--- src/rtl/rtc_periodic_pkg.sv ---
package rtc_periodic_pkg;
    localparam int DATA_W = 8;
    localparam int ADDR_W = 2;
    localparam int RATE_W = 4;
    // longest period is 2^(2^RATE_W - 2) ticks
    localparam int CNT_W  = (1 << RATE_W) - 2;

    localparam logic [ADDR_W-1:0] ADR_RATE = ADDR_W'(0);
    localparam logic [ADDR_W-1:0] ADR_CTRL = ADDR_W'(1);
    localparam logic [ADDR_W-1:0] ADR_STAT = ADDR_W'(2);

    localparam logic [DATA_W-1:0] RATE_RST = 8'h26;
    localparam logic [DATA_W-1:0] CTRL_RST = 8'h02;

    localparam int CTRL_INTR_BIT  = 6;
    localparam int CTRL_PULSE_BIT = 3;
    localparam int STAT_IRQ_BIT   = 7;
    localparam int STAT_PER_BIT   = 6;

    // low codes are remapped to slower rates
    localparam int ALIAS_MAX = 2;
    localparam int ALIAS_OFS = 7;

    typedef struct packed {
        logic [DATA_W-1:0] rate;
        logic [DATA_W-1:0] ctrl;
        logic [1:0]        flags;  // [1] interrupt flag, [0] periodic flag
        logic              pulse;
    } regs_t;
endpackage

--- src/rtl/rtc_rate_decode.sv ---
module rtc_rate_decode
    import rtc_periodic_pkg::*;
(
    input  logic [RATE_W-1:0] code_i,
    output logic              active_o,
    output logic [CNT_W-1:0]  term_o
);
    logic [RATE_W-1:0] eff;
    logic [CNT_W:0]    span;

    always_comb begin
        eff = code_i;
        if (code_i != '0 && code_i <= RATE_W'(ALIAS_MAX))
            eff = code_i + RATE_W'(ALIAS_OFS);
        active_o = (code_i != '0);
        span = '0;
        for (int i = 1; i < (1 << RATE_W); i++) begin
            if (eff == RATE_W'(i))
                span = (CNT_W+1)'(1) << (i - 1);
        end
        // terminal count is one less than the period length
        term_o = CNT_W'(span - 1'b1);
    end
endmodule

--- src/rtl/rtc_period_counter.sv ---
module rtc_period_counter
    import rtc_periodic_pkg::*;
(
    input  logic             clk,
    input  logic             rst_n,
    input  logic             run_i,
    input  logic             restart_i,
    input  logic             tick_i,
    input  logic [CNT_W-1:0] term_i,
    output logic             boundary_o
);
    logic [CNT_W-1:0] cnt_d, cnt_q;

    always_comb begin
        boundary_o = run_i && !restart_i && tick_i && (cnt_q == term_i);
        cnt_d = cnt_q;
        if (restart_i || !run_i)
            cnt_d = '0;
        else if (boundary_o)
            cnt_d = '0;
        else if (tick_i)
            cnt_d = cnt_q + 1'b1;
    end

    always_ff @(posedge clk or negedge rst_n) begin
        if (!rst_n) cnt_q <= '0;
        else        cnt_q <= cnt_d;
    end
endmodule

--- src/rtl/rtc_periodic_gen.sv ---
module rtc_periodic_gen
    import rtc_periodic_pkg::*;
(
    input  logic              clk,
    input  logic              rst_n,
    input  logic              tick_en,
    input  logic [ADDR_W-1:0] reg_addr,
    input  logic              reg_wr,
    input  logic              reg_rd,
    input  logic [DATA_W-1:0] reg_wdata,
    output logic [DATA_W-1:0] reg_rdata,
    output logic              irq_o,
    output logic              evt_pulse_o
);
    regs_t             r_d, r_q;
    logic              rate_active;
    logic [CNT_W-1:0]  rate_term;
    logic              run, restart, boundary, rd_stat, wr_ctrl;
    logic [RATE_W-1:0] rate_code;
    logic              intr_en, pulse_en;
    logic [DATA_W-1:0] stat_byte;

    assign rate_code = r_q.rate[RATE_W-1:0];
    assign intr_en   = r_q.ctrl[CTRL_INTR_BIT];
    assign pulse_en  = r_q.ctrl[CTRL_PULSE_BIT];

    rtc_rate_decode u_dec (
        .code_i   (rate_code),
        .active_o (rate_active),
        .term_o   (rate_term)
    );

    rtc_period_counter u_cnt (
        .clk        (clk),
        .rst_n      (rst_n),
        .run_i      (run),
        .restart_i  (restart),
        .tick_i     (tick_en),
        .term_i     (rate_term),
        .boundary_o (boundary)
    );

    always_comb begin
        restart = reg_wr && (reg_addr == ADR_RATE);
        wr_ctrl = reg_wr && (reg_addr == ADR_CTRL);
        rd_stat = reg_rd && (reg_addr == ADR_STAT);
        run     = rate_active && (intr_en || pulse_en);

        r_d       = r_q;
        r_d.pulse = 1'b0;
        if (restart) r_d.rate = reg_wdata;
        if (wr_ctrl) r_d.ctrl = reg_wdata;
        if (rd_stat) r_d.flags = '0;
        // a new event takes precedence over the read-clear
        if (boundary && intr_en)  r_d.flags = '1;
        if (boundary && pulse_en) r_d.pulse = 1'b1;
    end

    always_comb begin
        stat_byte = '0;
        stat_byte[STAT_IRQ_BIT] = r_q.flags[1];
        stat_byte[STAT_PER_BIT] = r_q.flags[0];
        case (reg_addr)
            ADR_RATE: reg_rdata = r_q.rate;
            ADR_CTRL: reg_rdata = r_q.ctrl;
            ADR_STAT: reg_rdata = stat_byte;
            default:  reg_rdata = '0;
        endcase
    end

    always_ff @(posedge clk or negedge rst_n) begin
        if (!rst_n) begin
            r_q.rate  <= RATE_RST;
            r_q.ctrl  <= CTRL_RST;
            r_q.flags <= '0;
            r_q.pulse <= 1'b0;
        end else begin
            r_q <= r_d;
        end
    end

    assign irq_o       = r_q.flags[1];
    assign evt_pulse_o = r_q.pulse;
endmodule

--- config.mk ---
export PLATFORM = sky130hd
export DESIGN_NAME = rtc_periodic_gen
export DESIGN_NICKNAME = d
export VERILOG_FILES = /design/src/rtl/rtc_periodic_pkg.sv /design/src/rtl/rtc_rate_decode.sv /design/src/rtl/rtc_period_counter.sv /design/src/rtl/rtc_periodic_gen.sv
export SDC_FILE = /design/constraint.sdc
export NUM_CORES = 1
export LEC_CHECK = 0
export BUFFER_PORTS_ARGS = -buffer_cell sky130_fd_sc_hd__buf_2
export CAP_MARGIN = 20
export CORE_MARGIN = 4
export CORE_UTILIZATION = 50
export CTS_CLUSTER_DIAMETER = 60
export DETAILED_ROUTE_END_ITERATION = 8
export PLACE_DENSITY = 0.79
export SYNTH_ARGS = -nofsm -noshare
export SYNTH_HDL_FRONTEND = slang
export SYNTH_SLANG_ARGS = --single-unit
export TNS_END_PERCENT = 100
--- constraint.sdc ---
create_clock -name clk -period 6.7 [get_ports clk]
set_input_delay 1.34 -clock clk [delete_from_list [all_inputs] [get_ports clk]]
set_output_delay 1.34 -clock clk [all_outputs]
set_load 0.05 [all_outputs]
-- After elaboration in Yosys (flattened, before gate mapping)
Cells that the tools add are included.
Widths: inputs -> output; s select.
- output and inout port bits: 10
- input bits: 15
- word-level logic and storage cells: 68
- flip-flop bits (word level): 33
- reduce and logical (&&, ||, !) cells: 18
- add/subtract/negate cells: 3
- multiplexer cells: 23
- $lt $le $gt $ge: 1
- equality and inequality tests: 18
- operator list (kind ; number):
    $mux 14 ; 5
    $eq 4x4->1 const B ; 8
    $pmux 8 s3 ; 1
    $eq 4x3->1 const B ; 4
    $add 14x1->14 const B ; 1
    $eq 14x14->1 ; 1
    $sub 14x1->14 const B ; 1
    $mux 13 ; 1
    $mux 12 ; 1
    $mux 11 ; 1
    $logic_and 1x1->1 ; 10
    $mux 10 ; 1
    $mux 9 ; 1
    $eq 4x2->1 const B ; 2
    $mux 4 ; 2
    $mux 8 ; 1
    $mux 7 ; 1
    $mux 2 ; 3
    $mux 6 ; 1
    $mux 5 ; 1
    $add 4x3->4 const B ; 1
    $eq 4x1->1 const B ; 1
    $le 4x2->1 const B ; 1
    $reduce_bool 4->1 ; 1
    9 further kinds ; 12

-- Logic depth before layout (Yosys ltp)
- depth in word-level cells: 24
- mapped depth: 18
- depth with buffers taken out: 13

-- By module
A second synthesis with hierarchy kept.
- cell total of the unflattened synthesis: 231
- area, all modules: 2267.2 µm²
- by module, submodules not included (module ; times used ; cells an instance ; area an instance (µm²) ; seq. area each (µm²)):
    rtc_period_counter ; 1 ; 107 ; 967.2 ; 350.3
    rtc_periodic_gen ; 1 ; 60 ; 875.8 ; 455.4
    rtc_rate_decode ; 1 ; 64 ; 424.2 ; 0.0

-- Least setup slack after synthesis
No wires, ideal clock.
- path kind: input to output
- start point: in reg_addr[0]
- end point: out reg_rdata[6]
- path buffers: 1
- slack: 2.390 ns
- cell stages on the path: 3
- required time: 5.360 ns
- arrival: 2.970 ns
- path through: clkbuf_1 mux2i_1 o21ai_0
- word-level cells in the longest chain between the ends: 2
- elaborated cells on any way between the ends: 4
- classes of those cells: eq/ne: 2; mux: 1; reduce/logical: 1
- RTL lines (element ; RTL line ; source):
    from (decl) ; rtc_periodic_gen.sv:7 ; input logic [ADDR_W-1:0] reg_addr,
    $eq 2x2->1 (tied with other cells) ; rtc_periodic_gen.sv:63 ; case (reg_addr)
    $pmux 8 s3 (*) ; rtc_periodic_gen.sv:63 ;
    to (decl) ; rtc_periodic_gen.sv:11 ; output logic [DATA_W-1:0] reg_rdata,
Mark *: on every way between the ends. The rest lies on a longest branch, timed or not.

==> flow_summary.json <==
{
  "status": "complete, no violations",
  "cp_max_fo": 19,
  "pin_count": 25,
  "fmax_ghz": 0.206,
  "antenna_cells": 0,
  "tns_ns": 0,
  "gr-total-overflow": 0,
  "synthAdderAreaFrac_pct": 1.97,
  "coreArea_um2": 4820,
  "syn-num-nets": 303,
  "wl_met3_um": 362,
  "fp.dieH_um": 79.2,
  "combPwrFrac_pct": 41.2,
  "vdd_drop_max_v": 0.000113,
  "grt_usage_pct": 21.4,
  "dr_wl_met2_um": 3040,
  "cts_setup_buffers": 0,
  "post-dp-hpwl_um": 4450,
  "synth-compound-area-share_pct": 20.7,
  "critPathCaptureType": "flop",
  "grt_pass1_wl_um": 10700,
  "tightest_slew_ns": 0.711,
  "regArea_um2": 806,
  "cts_num_sinks": 32,
  "drive_above_1_share_pct": 20.8,
  "placed_area_um2": 2670,
  "leakage_nw": 1.15,
  "cts_buffers": 5,
  "yosys-mux-area-fraction_pct": 11.0,
  "setup_ws_ns": 1.84,
  "hold_buffers": 0,
  "clk_pin_slew_ns": 0.08,
  "slew_viol_final": 0,
  "switching_power_mw": 0.287,
  "finalSetupViolCount": 0,
  "clockRootBuffer": "clkbuf_8",
  "antenna_left": 0,
  "synth_seq_cells": 32,
  "cts_tree": "done",
  "final_area_um2": 2760,
  "p_seq_share_pct": 36.4,
  "vias": 2326,
  "synth_top_family_by_area": "simple AND/OR/NAND/NOR gates",
  "synthCells": 284,
  "synth-simple-area-share_pct": 24.6,
  "insertion_delay_ns": 0.29,
  "syn-cell-area_um2": 2540,
  "p_clk_share_pct": 22.4,
  "ys_seq_area_share_pct": 31.8,
  "wl_met1_um": 2650,
  "drc_errors": 0,
  "dp.cells": 357,
  "rsz0062_at_grt": "false",
  "swShare_pct": 41.2,
  "multi_input_area_um2": 1620,
  "grt_pass1_vias": 2173,
  "die_x_um": 79.2,
  "ys_types": 66,
  "crit_required_ns": 6.92,
  "dieArea_um2": 6280,
  "timing.hold.ws_ns": 0.507,
  "finalCritPeriodShare_pct": 72.6,
  "avgSynthCellArea_um2": 8.93,
  "yosysWarningCount": 0,
  "cts_resized": 0,
  "hold_viol": 0,
  "wl_per_cell_um": 16.9,
  "drtPass1Iterations": 5,
  "antenna_found_initial": 0,
  "cts_buffer_depth": 2,
  "fin_cells": 365,
  "nets": 316,
  "period_minus_slack_ns": 4.86,
  "synth_edf_count": 0,
  "syn2layout_area_growth_pct": 8.88,
  "initial_core_util_pct": 52.6,
  "io_buffers": 24,
  "async_reset_ff_share_pct": 100,
  "drt-initial-drc-count": 195,
  "synthFlopType": "dfrtp_1",
  "top_layer": "met4",
  "preCtsSetupSlack_ns": 1.90,
  "worst-setup-path-type": "reg2reg",
  "worstPathArrival_ns": 5.08,
  "num_rows": 25,
  "fill_cells": 456,
  "place_congestion": 0.927,
  "htree_levels": 2,
  "totalWireLength_um": 6170,
  "p_int_mw": 0.410,
  "holdPathStages": 1,
  "synth-xor-area-share_pct": 5.72,
  "worstRegToRegCells": 13,
  "grt_max_degree": 33,
  "cap_violations": 0,
  "relSlewSlack_pct": 52.6,
  "viasPerCell": 6.37,
  "hp-class": "reg2reg",
  "p_per_area_nw_per_um2": 253,
  "clock_skew_ns": 0.0120,
  "startpoint_type": "flop"
}
-- cells in the mapped netlist, types with 5 or more instances --
library cell,n,share of area (%)
o21ai_0,15,3.0
a31oi_1,5,1.2
nor3b_1,5,1.5
xor2_1,8,2.8
mux2i_1,12,4.7
clkbuf_1,13,1.9
mux2_2,14,6.2
nor2_1,17,2.5
nor3_1,11,2.2
nor2b_1,5,1.2
a21oi_1,13,2.6
nand4_1,7,1.7
nand3_1,8,1.6
nand2b_1,5,1.2
nand2_1,17,2.5
dfrtp_1,28,28
xnor2_1,6,2.1
and3_1,11,2.7
-- logic make-up after synthesis --
| group | count (synthesis) |
|---|---|
| xor gates and xnor gates | 15 |
| and+or+nand+nor | 106 |
| muxes | 26 |
| buffers and inverters | 26 |
| adders and majority gates | 4 |
| AOI/OAI and AO/OA | 75 |
| DFF | 32 |
-- flip-flops by register name, indices dropped and copies added, names as in the netlist --
register     count
pulse_en         1
intr_en          1
r_q             15
evt_pulse_o      1
u_cnt.cnt_q     14
-- cells in the final DEF (no fill, tap or decap), types with 4 or more instances in the layout --
cell	n
and3_1	11
mux2i_1	12
nor3_1	11
dfstp_2	4
mux2_2	14
a21oi_1	13
nor2_1	17
nand2_1	17
a31oi_1	5
xor2_1	8
and2_1	4
clkbuf_8	6
ha_1	4
o21ai_0	15
dfrtp_1	28
o21a_1	4
nor3b_1	5
nor2b_1	5
buf_2	24
xnor2_1	6
nand3_1	8
nand2b_1	5
inv_1	4
nand4_1	7
-- routing by layer --
| layer | up-vias | track usage, % |
|---|---|---|
| met3 | 12 | 3.17 |
| met5 | - | 0 |
| li1 | 1102 | - |
| met1 | 1104 | 28.8 |
| met4 | 0 | 7.73 |
| met2 | 108 | 34.9 |
-- power by group through the flow --
stage	Clock, mW	Combinational [mW]	Sequential (mW)
2_1_floorplan	0	0.247	0.232
6_report	0.156	0.287	0.254
3_3_place_gp	0	0.280	0.254
5_1_grt	0.168	0.314	0.259
4_1_cts	0.160	0.285	0.253
3_5_place_dp	0	0.282	0.257
-- through the flow --
stage	utilization (%)	power, mW
floorplan	-	0.478
global placement	55.4	0.535
detailed placement	55.4	0.538
CTS	57.3	0.698
global route	57.3	0.742
finish	57.3	0.697
-- path summary, 6_finish.rpt --
check	start	to	slack (ns)
setup / recovery	r_q[12]$_DFFE_PN1P_	evt_pulse_o$_DFF_PN0_	1.84
hold reg to reg	r_q[10]$_DFFE_PN0P_	r_q[10]$_DFFE_PN0P_	0.51
setup reg to reg	r_q[12]$_DFFE_PN1P_	evt_pulse_o$_DFF_PN0_	1.84
max in group asynchronous	rst_n	u_cnt.cnt_q[5]$_DFFE_PN0P_	5.14
hold / removal	r_q[10]$_DFFE_PN0P_	r_q[10]$_DFFE_PN0P_	0.51
min in group asynchronous	rst_n	r_q[14]$_DFFE_PN0P_	1.10
-- layout make-up --
type,count,share of cell area [%]
Inverter,6,0.816
Clock inverter,1,0.272
Tap cell,67,3.04
Sequential cell,32,29.2
Multi-Input combinational cell,226,58.7
Timing Repair Buffer,26,4.89
Clock buffer,7,3.13
-- worst max-delay path, stage by stage, from the launching register on --
cell and delay [ns]:
dfstp_2 0.73, clkinv_1 0.29, ha_1 0.43, or3_1 0.46, o22a_2 0.32, nand2_1 0.08
ha_1 0.31, nand2_1 0.21, or4b_1 0.50, a31oi_1 0.16, a311o_1 0.14, nand4_1 0.46
nor4_4 0.50, and3_1 0.22
No activity file was read; power rests on OpenSTA's default activity.
